## src/rtl/pfo_pkg.sv

```systemverilog
package pfo_pkg;
    localparam int SLOTS = 4;

    typedef enum logic [1:0] {
        SLOT_E_LO = 2'd0,
        SLOT_E_HI = 2'd1,
        SLOT_F_LO = 2'd2,
        SLOT_F_HI = 2'd3
    } slot_e;
endpackage

```

## src/rtl/pfo_ring_ptr.sv

```systemverilog
module pfo_ring_ptr #(
    parameter int N_SLOTS = 4,
    localparam int PW = $clog2(N_SLOTS)
) (
    input  logic          clk,
    input  logic          rst_n,
    input  logic          adv,
    output logic [PW-1:0] ptr
);
    logic [PW-1:0] ptr_d, ptr_q;

    always_comb begin
        ptr_d = ptr_q;
        if (adv) begin
            if (ptr_q == PW'(N_SLOTS - 1)) ptr_d = '0;
            else                            ptr_d = ptr_q + 1'b1;
        end
    end

    always_ff @(posedge clk or negedge rst_n) begin
        if (!rst_n) ptr_q <= '0;
        else        ptr_q <= ptr_d;
    end

    assign ptr = ptr_q;


    ring_wrap_chk: assert property (@(posedge clk) disable iff (!rst_n)
        (adv && ptr_q == PW'(N_SLOTS - 1)) |=> ptr_q == '0);

    ring_hold_chk: assert property (@(posedge clk) disable iff (!rst_n)
        !adv |=> $stable(ptr_q));
endmodule

```

## src/rtl/pfo_flag_cmp.sv

```systemverilog
module pfo_flag_cmp #(
    parameter int DEPTH = 512,
    parameter int OFS_W = 9,
    parameter int CNT_W = 10
) (
    input  logic             clk,
    input  logic             rst_n,
    input  logic [CNT_W-1:0] fill_count,
    input  logic [OFS_W-1:0] empty_ofs,
    input  logic [OFS_W-1:0] full_ofs,
    output logic             almost_empty,
    output logic             almost_full
);
    localparam logic [CNT_W-1:0] DEPTH_V = CNT_W'(DEPTH);

    logic [CNT_W-1:0] free_cnt;

    always_comb begin
        free_cnt     = DEPTH_V - fill_count;
        almost_empty = fill_count <= CNT_W'(empty_ofs);
        almost_full  = free_cnt <= CNT_W'(full_ofs);
    end


    empty_at_zero_chk: assert property (@(posedge clk) disable iff (!rst_n)
        (fill_count == '0) |-> almost_empty);

    full_at_depth_chk: assert property (@(posedge clk) disable iff (!rst_n)
        (fill_count == DEPTH_V) |-> almost_full);
endmodule

```

## src/rtl/pflag_offset_bank.sv

```systemverilog
module pflag_offset_bank #(
    parameter int DEPTH   = 512,
    parameter int DEF_OFS = 7,
    localparam int BYTE_W = 8,
    localparam int OFS_W  = $clog2(DEPTH),
    localparam int HI_W   = OFS_W - BYTE_W,
    localparam int CNT_W  = $clog2(DEPTH + 1)
) (
    input  logic              clk,
    input  logic              rst_n,
    input  logic              load_n,
    input  logic              wr_en_n,
    input  logic              rd_en1_n,
    input  logic              rd_en2_n,
    input  logic [BYTE_W-1:0] din,
    input  logic [CNT_W-1:0]  fill_count,
    output logic [BYTE_W-1:0] dout,
    output logic              almost_empty,
    output logic              almost_full,
    output logic              access_clash,
    output logic              mem_wr_allow,
    output logic              mem_rd_allow
);
    import pfo_pkg::*;

    localparam logic [OFS_W-1:0] DEF_V = OFS_W'(DEF_OFS);

    typedef struct packed {
        logic [BYTE_W-1:0] e_lo;
        logic [HI_W-1:0]   e_hi;
        logic [BYTE_W-1:0] f_lo;
        logic [HI_W-1:0]   f_hi;
        logic [BYTE_W-1:0] dout;
        logic              clash;
    } bank_t;

    bank_t st_d, st_q;

    logic wr_req, rd_req, wr_go, rd_go;
    logic [1:0] wr_slot, rd_slot;
    logic [BYTE_W-1:0] rd_byte;

    always_comb begin
        wr_req = !load_n && !wr_en_n;
        rd_req = !load_n && !rd_en1_n && !rd_en2_n;
        wr_go  = wr_req && !rd_req;
        rd_go  = rd_req && !wr_req;
    end

    pfo_ring_ptr #(.N_SLOTS(SLOTS)) u_wr_ptr (
        .clk(clk), .rst_n(rst_n), .adv(wr_go), .ptr(wr_slot)
    );

    pfo_ring_ptr #(.N_SLOTS(SLOTS)) u_rd_ptr (
        .clk(clk), .rst_n(rst_n), .adv(rd_go), .ptr(rd_slot)
    );

    always_comb begin
        case (slot_e'(rd_slot))
            SLOT_E_LO: rd_byte = st_q.e_lo;
            SLOT_E_HI: rd_byte = BYTE_W'(st_q.e_hi);
            SLOT_F_LO: rd_byte = st_q.f_lo;
            default:   rd_byte = BYTE_W'(st_q.f_hi);
        endcase
    end

    always_comb begin
        st_d       = st_q;
        st_d.clash = wr_req && rd_req;
        if (wr_go) begin
            case (slot_e'(wr_slot))
                SLOT_E_LO: st_d.e_lo = din;
                SLOT_E_HI: st_d.e_hi = din[HI_W-1:0];
                SLOT_F_LO: st_d.f_lo = din;
                default:   st_d.f_hi = din[HI_W-1:0];
            endcase
        end
        if (rd_go) st_d.dout = rd_byte;
    end

    always_ff @(posedge clk or negedge rst_n) begin
        if (!rst_n) begin
            st_q.e_lo  <= DEF_V[BYTE_W-1:0];
            st_q.e_hi  <= DEF_V[OFS_W-1:BYTE_W];
            st_q.f_lo  <= DEF_V[BYTE_W-1:0];
            st_q.f_hi  <= DEF_V[OFS_W-1:BYTE_W];
            st_q.dout  <= '0;
            st_q.clash <= 1'b0;
        end else begin
            st_q <= st_d;
        end
    end

    pfo_flag_cmp #(.DEPTH(DEPTH), .OFS_W(OFS_W), .CNT_W(CNT_W)) u_flags (
        .clk         (clk),
        .rst_n       (rst_n),
        .fill_count  (fill_count),
        .empty_ofs   ({st_q.e_hi, st_q.e_lo}),
        .full_ofs    ({st_q.f_hi, st_q.f_lo}),
        .almost_empty(almost_empty),
        .almost_full (almost_full)
    );

    assign dout         = st_q.dout;
    assign access_clash = st_q.clash;
    assign mem_wr_allow = load_n && !wr_en_n;
    assign mem_rd_allow = load_n && !rd_en1_n && !rd_en2_n;


    clash_flag_chk: assert property (@(posedge clk) disable iff (!rst_n)
        (wr_req && rd_req) |=> access_clash);

    clash_dout_chk: assert property (@(posedge clk) disable iff (!rst_n)
        (wr_req && rd_req) |=> $stable(dout));

    dout_hold_chk: assert property (@(posedge clk) disable iff (!rst_n)
        !rd_req |=> $stable(dout));

    load_blocks_mem_chk: assert property (@(posedge clk) disable iff (!rst_n)
        !load_n |-> !(mem_wr_allow || mem_rd_allow));
endmodule

```

## config.mk

```make
export PLATFORM = sky130hd
export DESIGN_NAME = pflag_offset_bank
export DESIGN_NICKNAME = d
export VERILOG_FILES = /design/src/rtl/pfo_pkg.sv /design/src/rtl/pfo_ring_ptr.sv /design/src/rtl/pfo_flag_cmp.sv /design/src/rtl/pflag_offset_bank.sv
export SDC_FILE = /design/constraint.sdc
export NUM_CORES = 1
export LEC_CHECK = 0
export CORE_ASPECT_RATIO = 0.5
export CORE_MARGIN = 5
export CORE_UTILIZATION = 65
export CTS_CLUSTER_DIAMETER = 60
export DETAILED_ROUTE_END_ITERATION = 10
export DONT_BUFFER_PORTS = 1
export PLACE_DENSITY = 0.92
export REMOVE_ABC_BUFFERS = 1
export SKIP_CTS_REPAIR_TIMING = 1
export SLEW_MARGIN = 20
export SYNTH_ARGS = -nofsm -noshare
export SYNTH_HDL_FRONTEND = slang
export SYNTH_SLANG_ARGS = --single-unit
```

## constraint.sdc

```tcl
create_clock -name clk -period 2.8 [get_ports clk]
set_clock_uncertainty 0.15 [all_clocks]
set_input_delay 0.14 -clock clk [delete_from_list [all_inputs] [get_ports clk]]
set_output_delay 0.14 -clock clk [all_outputs]
set_load 0.005 [all_outputs]
```

==> results of run 1 <==
==> flip-flops by register name (all words and copies together), names as in the netlist <==
name          flops
access_clash      1
dout              8
st_q             18
u_rd_ptr.ptr      2
u_wr_ptr.ptr      2
==> placed cells by master (no fill, tap or decap), types with 2 or more instances in the layout <==
master	instances
a211oi_1	2
a21o_1	5
a21oi_1	5
a22oi_1	7
clkbuf_8	7
dfrtp_1	25
dfstp_2	6
dlygate4sd3_1	13
ha_1	28
inv_1	24
mux2_2	19
nand2_1	14
nand2_2	2
nand2b_1	2
nand4_1	4
nor2_1	8
nor2b_1	2
nor3_1	4
o21ai_0	3
o31ai_1	7
xnor2_1	6
xor2_1	2
==> worst max-delay path: cells and delay by family <==
kind                     cells  cell delay, ps
adder cells (fa/ha/maj)      1             320
buffers and inverters        1              50
AND/OR/NAND/NOR              3             760
XOR/XNOR                     1             110
AO/OA/AOI/OAI                3             620
==> report_power, final <==
| group | total (uW) | leakage [uW] | internal (uW) | switching, uW |
|---|---|---|---|---|
| clock network | 388 | 0.0000505 | 223 | 165 |
| logic | 915 | 0.000657 | 417 | 498 |
| registers | 906 | 0.000377 | 693 | 213 |
==> layer usage <==
metal / track usage / vias to the layer above / part of all wire
met5: 0 / - / 0
met4: 0.0668 / 0 / 0.019
met3: 0.0373 / 14 / 0.074
met2: 0.348 / 78 / 0.48
met1: 0.272 / 778 / 0.43
li1: - / 722 / -
==> cells by family after synthesis <==
group                      count (synthesis)  synth area share
and+or+nand+nor                           46             0.125
adders and majority gates                 28             0.167
muxes                                     19             0.102
xor gates and xnor gates                   8            0.0334
buffers and inverters                     36            0.0823
DFF                                       31             0.374
AOI/OAI and AO/OA                         34             0.116
==> path summary, 6_finish.rpt <==
path                                  from         endpoint  slack (ps)
min in group asynchronous            rst_n          dout[7]         150
max in group asynchronous            rst_n         st_q[12]        2120
setup / recovery             fill_count[2]      almost_full         510
hold reg to reg                    dout[3]          dout[3]         370
setup reg to reg           u_rd_ptr.ptr[0]          dout[0]         770
hold / removal                     wr_en_n  u_wr_ptr.ptr[0]         -20
==> cell type report <==
cell class	count	area [um^2]
sequential	31	783
timing repair buffer	14	150
inverter	24	90.1
clock buffer	7	96.3
clock inverter	1	7.51
fill	187	729
multi-input combinational	135	1140
tap	40	50.0
==> through the flow <==
stage                     area (um^2)  cells
after floorplan                  2010    190
after global placement           2060    230
after detailed placement         2060    230
after CTS                        2170    238
after global routing             2320    252
final                            2320    252
==> impl_metrics.py, run 1 <==
metrics = {
    "status": {
        "violations": "negative hold slack",
        "run_status": "finished with violations",
    },
    "drt": {
        "vias": 1592,
        "drc": 0,
        "drtIter0Drc": 153,
        "routed_wirelength_mm": 5.15,
        "dr.pass1.iters": 5,
        "vias_per_cell": 6.32,
        "drt-wirelength-per-cell_um": 20.4,
        "ant_nets": 0,
    },
    "setup_path": {
        "slowest_delay_ps": 370,
        "critPathMaxFanout": 5,
        "path_cells": "nor4_2, nand2b_1, nor3_1, xnor2_1, ha_1, inv_1, o211a_1, a221oi_1, a21oi_1",
        "r2r_cells": 6,
        "criticalPathCategory": "in2out",
        "cp_slowest_cell": "nor4_2",
        "crit_required_ps": 2510,
        "critPathLaunchType": "input pin",
        "crit_path_end_kind": "output pin",
        "arrival_ps": 2000,
    },
    "sta": {
        "period_minus_slack_ps": 2290,
        "rsz0062_at_grt": "false",
        "slew_violations": 0,
        "slew_headroom": 0.729,
        "timing.final.ws_setup_ps": 511,
        "hold_viol": 2,
        "setup-tns-final_ps": 0,
        "finalCritPeriodShare": 0.818,
        "fmax_mhz": 437,
        "worst_pin_slew_ps": 404,
        "finalSetupViolations": 0,
        "holdWs_ps": -15.4,
    },
    "cells_and_area": {
        "area_growth_pct": 10.6,
        "diodes": 0,
        "drive_gt1_frac": 0.189,
        "fin_util": 0.761,
        "nets": 263,
    },
    "grt": {
        "antenna_found_initial": 0,
        "grt-ovfl-total": 0,
        "grt_use_total": 0.206,
        "grt_pass1_vias": 1526,
        "grt_pass1_wl_mm": 7.44,
        "grt_max_degree": 32,
    },
    "pwr": {
        "powerDensity_nw_per_um2": 953,
        "leakage_uw": 0.00108,
        "ir_drop_mv": 0.428,
        "power.total_uw": 2210,
    },
    "job": {
        "drv_cap": 0,
    },
    "floorplanning": {
        "pin_count": 37,
        "die_w_um": 90.3,
        "core_um2": 3050,
        "placementRows": 14,
        "start_util": 0.688,
        "dieArea_um2": 4530,
        "die_h_um": 50.2,
    },
    "synthesis": {
        "ys_async_sr_fraction": 1.00,
        "ys_ff_latch": 31,
        "yosysMostFrequentCell": "ha_1",
        "synth_commonest_cells": "ha_1 (28), dfrtp_1 (25), inv_1 (24)",
        "synth.top_cell.area_share": 0.298,
        "ys.flop_type": "dfrtp_1",
        "synth_seq_area_share": 0.374,
        "ys_top_cells_by_area": "dfrtp_1 (30%), ha_1 (17%), mux2_2 (10%)",
        "yosysUniqueCellTypes": 39,
        "synthCells": 202,
        "synth-edff-count": 0,
        "yosysTopAreaCell": "dfrtp_1",
        "syn_avg_cell_area_um2": 10.4,
        "ys_warn_count": 0,
        "netlist_area_um2": 2100,
    },
    "min_path": {
        "worst_hold_path.num_cells": 2,
        "hold_class": "in2reg",
    },
    "cts": {
        "cts_tree": "built",
        "cts_buffers": 5,
        "path_clk_slew_ps": 60,
        "clock_path_buffers": 2,
        "htree_levels": 2,
        "clockRootBuffer": "clkbuf_8",
        "clock_latency_ps": 280,
        "clkSinkCount": 31,
    },
    "placement": {
        "port_buffers": 0,
        "dpl.hpwl_mm": 3.48,
        "pre_cts_ws_ps": 487,
        "gp_congestion": 0.850,
    },
}
No activity file was read; power rests on OpenSTA's default activity.
==> inputs of run 2 (changes only) <==
--- a/config.mk
+++ b/config.mk
@@ -7,11 +7,11 @@
 export LEC_CHECK = 0
 export CORE_ASPECT_RATIO = 0.5
 export CORE_MARGIN = 5
-export CORE_UTILIZATION = 65
+export CORE_UTILIZATION = 57
 export CTS_CLUSTER_DIAMETER = 60
 export DETAILED_ROUTE_END_ITERATION = 10
 export DONT_BUFFER_PORTS = 1
-export PLACE_DENSITY = 0.92
+export PLACE_DENSITY = 0.86
 export REMOVE_ABC_BUFFERS = 1
 export SKIP_CTS_REPAIR_TIMING = 1
 export SLEW_MARGIN = 20
==> constraint.sdc (replaced) <==
create_clock -name clk -period 2 [get_ports clk]
set_clock_uncertainty 0.15 [all_clocks]
set_input_delay 0.1 -clock clk [delete_from_list [all_inputs] [get_ports clk]]
set_output_delay 0.1 -clock clk [all_outputs]
set_load 0.005 [all_outputs]
==> impl_metrics.py, run 2 (synthesis gave the netlist of run 1 again) <==
metrics = {
    "status": {
        "run_status": "finished with violations",
        "violations": "negative setup slack",
    },
    "cts": {
        "cts_buffers": 5,
        "clkSinkCount": 31,
        "clock_latency_ps": 280,
        "clock_path_buffers": 2,
        "clockRootBuffer": "clkbuf_8",
        "path_clk_slew_ps": 60,
        "htree_levels": 2,
        "cts_tree": "built",
    },
    "setup_path": {
        "path_cells": "inv_1, ha_1, a21oi_1, o211a_1, a221oi_2, a21oi_2",
        "slowest_delay_ps": 390,
        "worstSetupStartpoint": "st_q[16]",
        "r2r_start": "u_rd_ptr.ptr[0]",
        "crit_required_ps": 1750,
        "r2r_cells": 6,
        "critPathMaxFanout": 3,
        "critPathBufInv": 1,
        "crit_path_end_kind": "output pin",
        "r2r_slack_ps": 230,
        "criticalPathCategory": "reg2out",
        "critPathLaunchType": "register",
        "cpLargestDelayFamily": "compound AO/OA/AOI/OAI gates",
        "arrival_ps": 1780,
        "r2r_end": "dout[0]",
        "cp.depth": 6,
        "cp_slowest_cell": "dfrtp_1",
        "worstSetupEndpoint": "almost_full",
    },
    "floorplanning": {
        "die_w_um": 95.8,
        "core_um2": 3490,
        "dieArea_um2": 5070,
        "die_h_um": 52.9,
        "placementRows": 15,
        "pin_count": 37,
        "start_util": 0.601,
    },
    "drt": {
        "vias_per_cell": 5.80,
        "drtIter0Drc": 132,
        "drt-wirelength-per-cell_um": 17.2,
        "dr.pass1.iters": 4,
        "routed_wirelength_mm": 4.67,
        "drc": 0,
        "vias": 1573,
        "ant_nets": 0,
    },
    "grt": {
        "grt_pass1_vias": 1602,
        "grt_use_total": 0.192,
        "grt_max_degree": 32,
        "antenna_found_initial": 0,
        "grt-ovfl-total": 0,
        "grt_pass1_wl_mm": 7.33,
    },
    "sta": {
        "timing.final.ws_setup_ps": -34.5,
        "fmax_mhz": 492,
        "slew_violations": 0,
        "rsz0062_at_grt": "true",
        "slew_headroom": 0.736,
        "period_minus_slack_ps": 2030,
        "worst_pin_slew_ps": 395,
        "finalCritPeriodShare": 1.02,
        "finalSetupViolations": 1,
        "hold_viol": 0,
    },
    "cells_and_area": {
        "area_growth_pct": 16.7,
        "drive_gt1_frac": 0.250,
        "regMostFlops": "st_q",
        "nets": 271,
        "biggestRegsByFlops": "st_q (18), dout (8)",
        "diodes": 0,
        "layout_commonest_cell": "ha_1",
        "layout_common_cells": "ha_1 (26), dfrtp_1 (25), inv_1 (23), mux2_2 (19), nand2_1 (14)",
        "largest_reg_flops": 18,
        "fin_area_um2": 2450,
        "fin_cells": 271,
    },
    "placement": {
        "dpl.hpwl_mm": 3.37,
        "dpl.cell_count": 245,
        "dpl-instance-area_um2": 2110,
        "gp_congestion": 0.860,
        "port_buffers": 0,
    },
    "pwr": {
        "leakage_uw": 0.00113,
        "power.total_uw": 3180,
        "powerDensity_nw_per_um2": 1300,
        "ir_drop_mv": 0.453,
    },
    "min_path": {
        "hold_class": "in2out",
    },
    "job": {
        "drv_cap": 0,
    },
}
run 2: cell types whose count changed in the layout (fill, tap and decap cells not counted), sizes merged:
cell,change
clkinvlp,-1
buf,+8
clkbuf,+1
run 2: worst min-delay path by stage:
stage,endpoint,startpoint,cells past startpoint,slack [ps]
final,mem_wr_allow,wr_en_n,1,80
after global routing,mem_wr_allow,wr_en_n,1,100
after CTS,access_clash,rst_n,0,-650
after detailed placement,dout[2],rst_n,0,-340
after global placement,dout[2],rst_n,0,-340
after floorplan,access_clash,rst_n,0,-350
run 2: layout make-up:
cell class,count,area [um^2]
clock buffers,8,100
fillers,235,1040
inverters,24,90.1
multi-input cells,135,1200
flip-flops and latches,31,783
well taps,51,63.8
repair buffers,22,210
run 2: report_power, final:
group / total, uW / internal [uW] / switching [uW]
logic: 1400 / 686 / 716
registers: 1240 / 969 / 270
clock network: 537 / 314 / 223
total: 3180 / 1970 / 1210
run 2: through the flow:
stage,worst slack [ps],TNS [ps],utilization,hold slack [ps]
after floorplan,38.9,0,-,-346
after global placement,3.08,0,0.604,-345
after detailed placement,-64.6,-64.6,0.604,-345
after CTS,-96.1,-154,0.633,-647
after global routing,-159,-266,0.701,95.7
final,-34.5,-34.5,0.701,84.0
run 2: worst reg2reg max path, cell delays in order (launching register included):
cell	delay, ps
dfrtp_1	440
inv_1	100
ha_1	220
a222oi_1	370
nor2_1	100
a21oi_1	170
o21ai_0	100
run 2: routing by layer:
metal	wire length, um	global-route usage	vias up
li1	-	-	739
met2	2300	0.333	52
met4	65	0.0708	0
met3	346	0.0455	7
met1	1950	0.236	775
met5	0	0	-
==> inputs of run 3 (changes only) <==
--- a/config.mk
+++ b/config.mk
@@ -6,7 +6,7 @@
 export NUM_CORES = 1
 export LEC_CHECK = 0
 export CORE_ASPECT_RATIO = 0.5
-export CORE_MARGIN = 5
+export CORE_MARGIN = 2
 export CORE_UTILIZATION = 57
 export CTS_CLUSTER_DIAMETER = 60
 export DETAILED_ROUTE_END_ITERATION = 10
@@ -14,6 +14,7 @@
 export PLACE_DENSITY = 0.86
 export REMOVE_ABC_BUFFERS = 1
 export SKIP_CTS_REPAIR_TIMING = 1
+export SKIP_LAST_GASP = 1
 export SLEW_MARGIN = 20
 export SYNTH_ARGS = -nofsm -noshare
 export SYNTH_HDL_FRONTEND = slang
==> impl_metrics.py, run 3 (synthesis gave the netlist of run 1 again) <==
metrics = {
    "drt": {
        "drt-wirelength-per-cell_um": 18.6,
        "drtIter0Drc": 130,
        "dr.pass1.iters": 4,
        "ant_nets": 0,
        "vias": 1594,
        "vias_per_cell": 5.86,
        "routed_wirelength_mm": 5.06,
        "drc": 0,
    },
    "cells_and_area": {
        "area_growth_pct": 17.9,
        "nets": 272,
        "largest_reg_flops": 18,
        "biggestRegsByFlops": "st_q (18), dout (8)",
        "regMostFlops": "st_q",
        "fin_util": 0.712,
        "fin_cells": 272,
        "n_fill_cell": 222,
        "multi_input_comb_area_um2": 1220,
        "seq_area_um2": 783,
        "diodes": 0,
        "layout_common_cells": "ha_1 (25), dfrtp_1 (25), inv_1 (23), mux2_2 (19), nand2_1 (14)",
        "drive_gt1_frac": 0.267,
    },
    "setup_path": {
        "worstSetupStartpoint": "fill_count[5]",
        "critPathLaunchType": "input pin",
        "arrival_ps": 1830,
        "criticalPathCategory": "in2out",
        "crit_path_end_kind": "output pin",
        "r2r_start": "u_rd_ptr.ptr[0]",
        "critPathMaxFanout": 3,
        "crit_required_ps": 1750,
    },
    "cts": {
        "clkSinkCount": 31,
        "clockRootBuffer": "clkbuf_8",
        "cts_buffers": 5,
        "clock_path_buffers": 2,
        "clock_latency_ps": 290,
        "htree_levels": 2,
        "cts_tree": "built",
    },
    "sta": {
        "slew_headroom": 0.727,
        "fmax_mhz": 480,
        "worst_pin_slew_ps": 408,
        "slew_violations": 0,
        "finalCritPeriodShare": 1.04,
        "finalSetupViolations": 1,
        "setup-tns-final_ps": -82.0,
        "timing.final.ws_setup_ps": -82.0,
        "rsz0062_at_grt": "true",
        "hold_viol": 0,
        "period_minus_slack_ps": 2080,
    },
    "grt": {
        "antenna_found_initial": 0,
        "grt_pass1_vias": 1423,
        "grt_max_degree": 32,
        "grt_use_total": 0.210,
        "grt_pass1_wl_mm": 6.62,
        "grt-ovfl-total": 0,
    },
    "status": {
        "violations": "negative setup slack",
        "run_status": "finished with violations",
    },
    "placement": {
        "pre_cts_ws_ps": -147,
        "dpl.hpwl_mm": 3.31,
        "dpl.cell_count": 245,
        "gp_congestion": 0.831,
        "port_buffers": 0,
    },
    "job": {
        "drv_cap": 0,
    },
    "min_path": {
        "hold_class": "in2out",
        "worstHoldStart": "wr_en_n",
    },
    "floorplanning": {
        "die_w_um": 89.8,
        "pin_count": 37,
        "dieArea_um2": 4210,
        "die_h_um": 46.9,
        "core_um2": 3470,
        "start_util": 0.604,
        "placementRows": 15,
    },
    "pwr": {
        "leakage_uw": 0.00114,
        "intPower_uw": 2000,
        "p_seq_frac": 0.381,
        "power.total_uw": 3270,
        "p_comb_frac": 0.451,
        "ir_drop_mv": 0.465,
        "p_sw_uw": 1270,
        "p_sw_frac": 0.388,
        "pwr-share-clk": 0.168,
        "powerDensity_nw_per_um2": 1320,
    },
}
==> run 3: cell count changes in the layout (fill, tap and decap cells not counted) <==
cell and change:
a21oi_1 -1, a32o_2 +1, ha_1 -1, a32o_1 -1
a21oi_2 +1, buf_4 +1, ha_4 +1
==> run 3: final cells by class <==
cell class | count | share of cell area
well taps | 51 | 0.0258
repair buffers | 23 | 0.0881
flip-flops and latches | 31 | 0.317
clock buffers | 8 | 0.0405
multi-input cells | 135 | 0.492
inverters | 24 | 0.0364
==> run 3: through the flow <==
| stage | instance area, um^2 | hold slack [ps] |
|---|---|---|
| 6_report | 2470 | 88.0 |
| 5_1_grt | 2470 | 92.6 |
| 4_1_cts | 2210 | -653 |
| 3_5_place_dp | 2110 | -345 |
| 3_3_place_gp | 2110 | -345 |
| 2_1_floorplan | 2010 | -346 |
==> run 3: power groups by stage <==
stage | Combinational [uW] | Sequential (uW) | Clock [uW]
final | 1480 | 1250 | 549
after global routing | 1630 | 1280 | 586
after CTS | 1200 | 1230 | 547
after detailed placement | 1180 | 1240 | 0
after global placement | 1110 | 1220 | 0
after floorplan | 907 | 1150 | 0
==> run 3: critical path, stage by stage <==
cell and delay [ps]:
nor4_4 290, buf_4 160, nand2_1 60, xor2_1 150, ha_1 340, a21oi_2 80, o211a_1 260, a221oi_2 290
a21oi_2 100
==> run 3: path summary, 6_finish.rpt <==
| path | end | slack, ps | cells past startpoint |
|---|---|---|---|
| worst max-delay path | almost_full | -80 | 9 |
| worst min register to register | dout[5] | 360 | 2 |
| worst max register to register | dout[0] | 100 | 6 |
| max in group asynchronous | st_q[11] | 1360 | 2 |
| min in group asynchronous | dout[3] | 100 | 2 |
| worst min-delay path | mem_wr_allow | 90 | 1 |
==> run 3: per-layer routing <==
metal | global-route usage | part of all wire | up-vias
met5 | 0 | 0 | -
li1 | - | - | 738
met2 | 0.385 | 0.49 | 65
met1 | 0.247 | 0.42 | 781
met3 | 0.0674 | 0.067 | 10
met4 | 0.0800 | 0.016 | 0
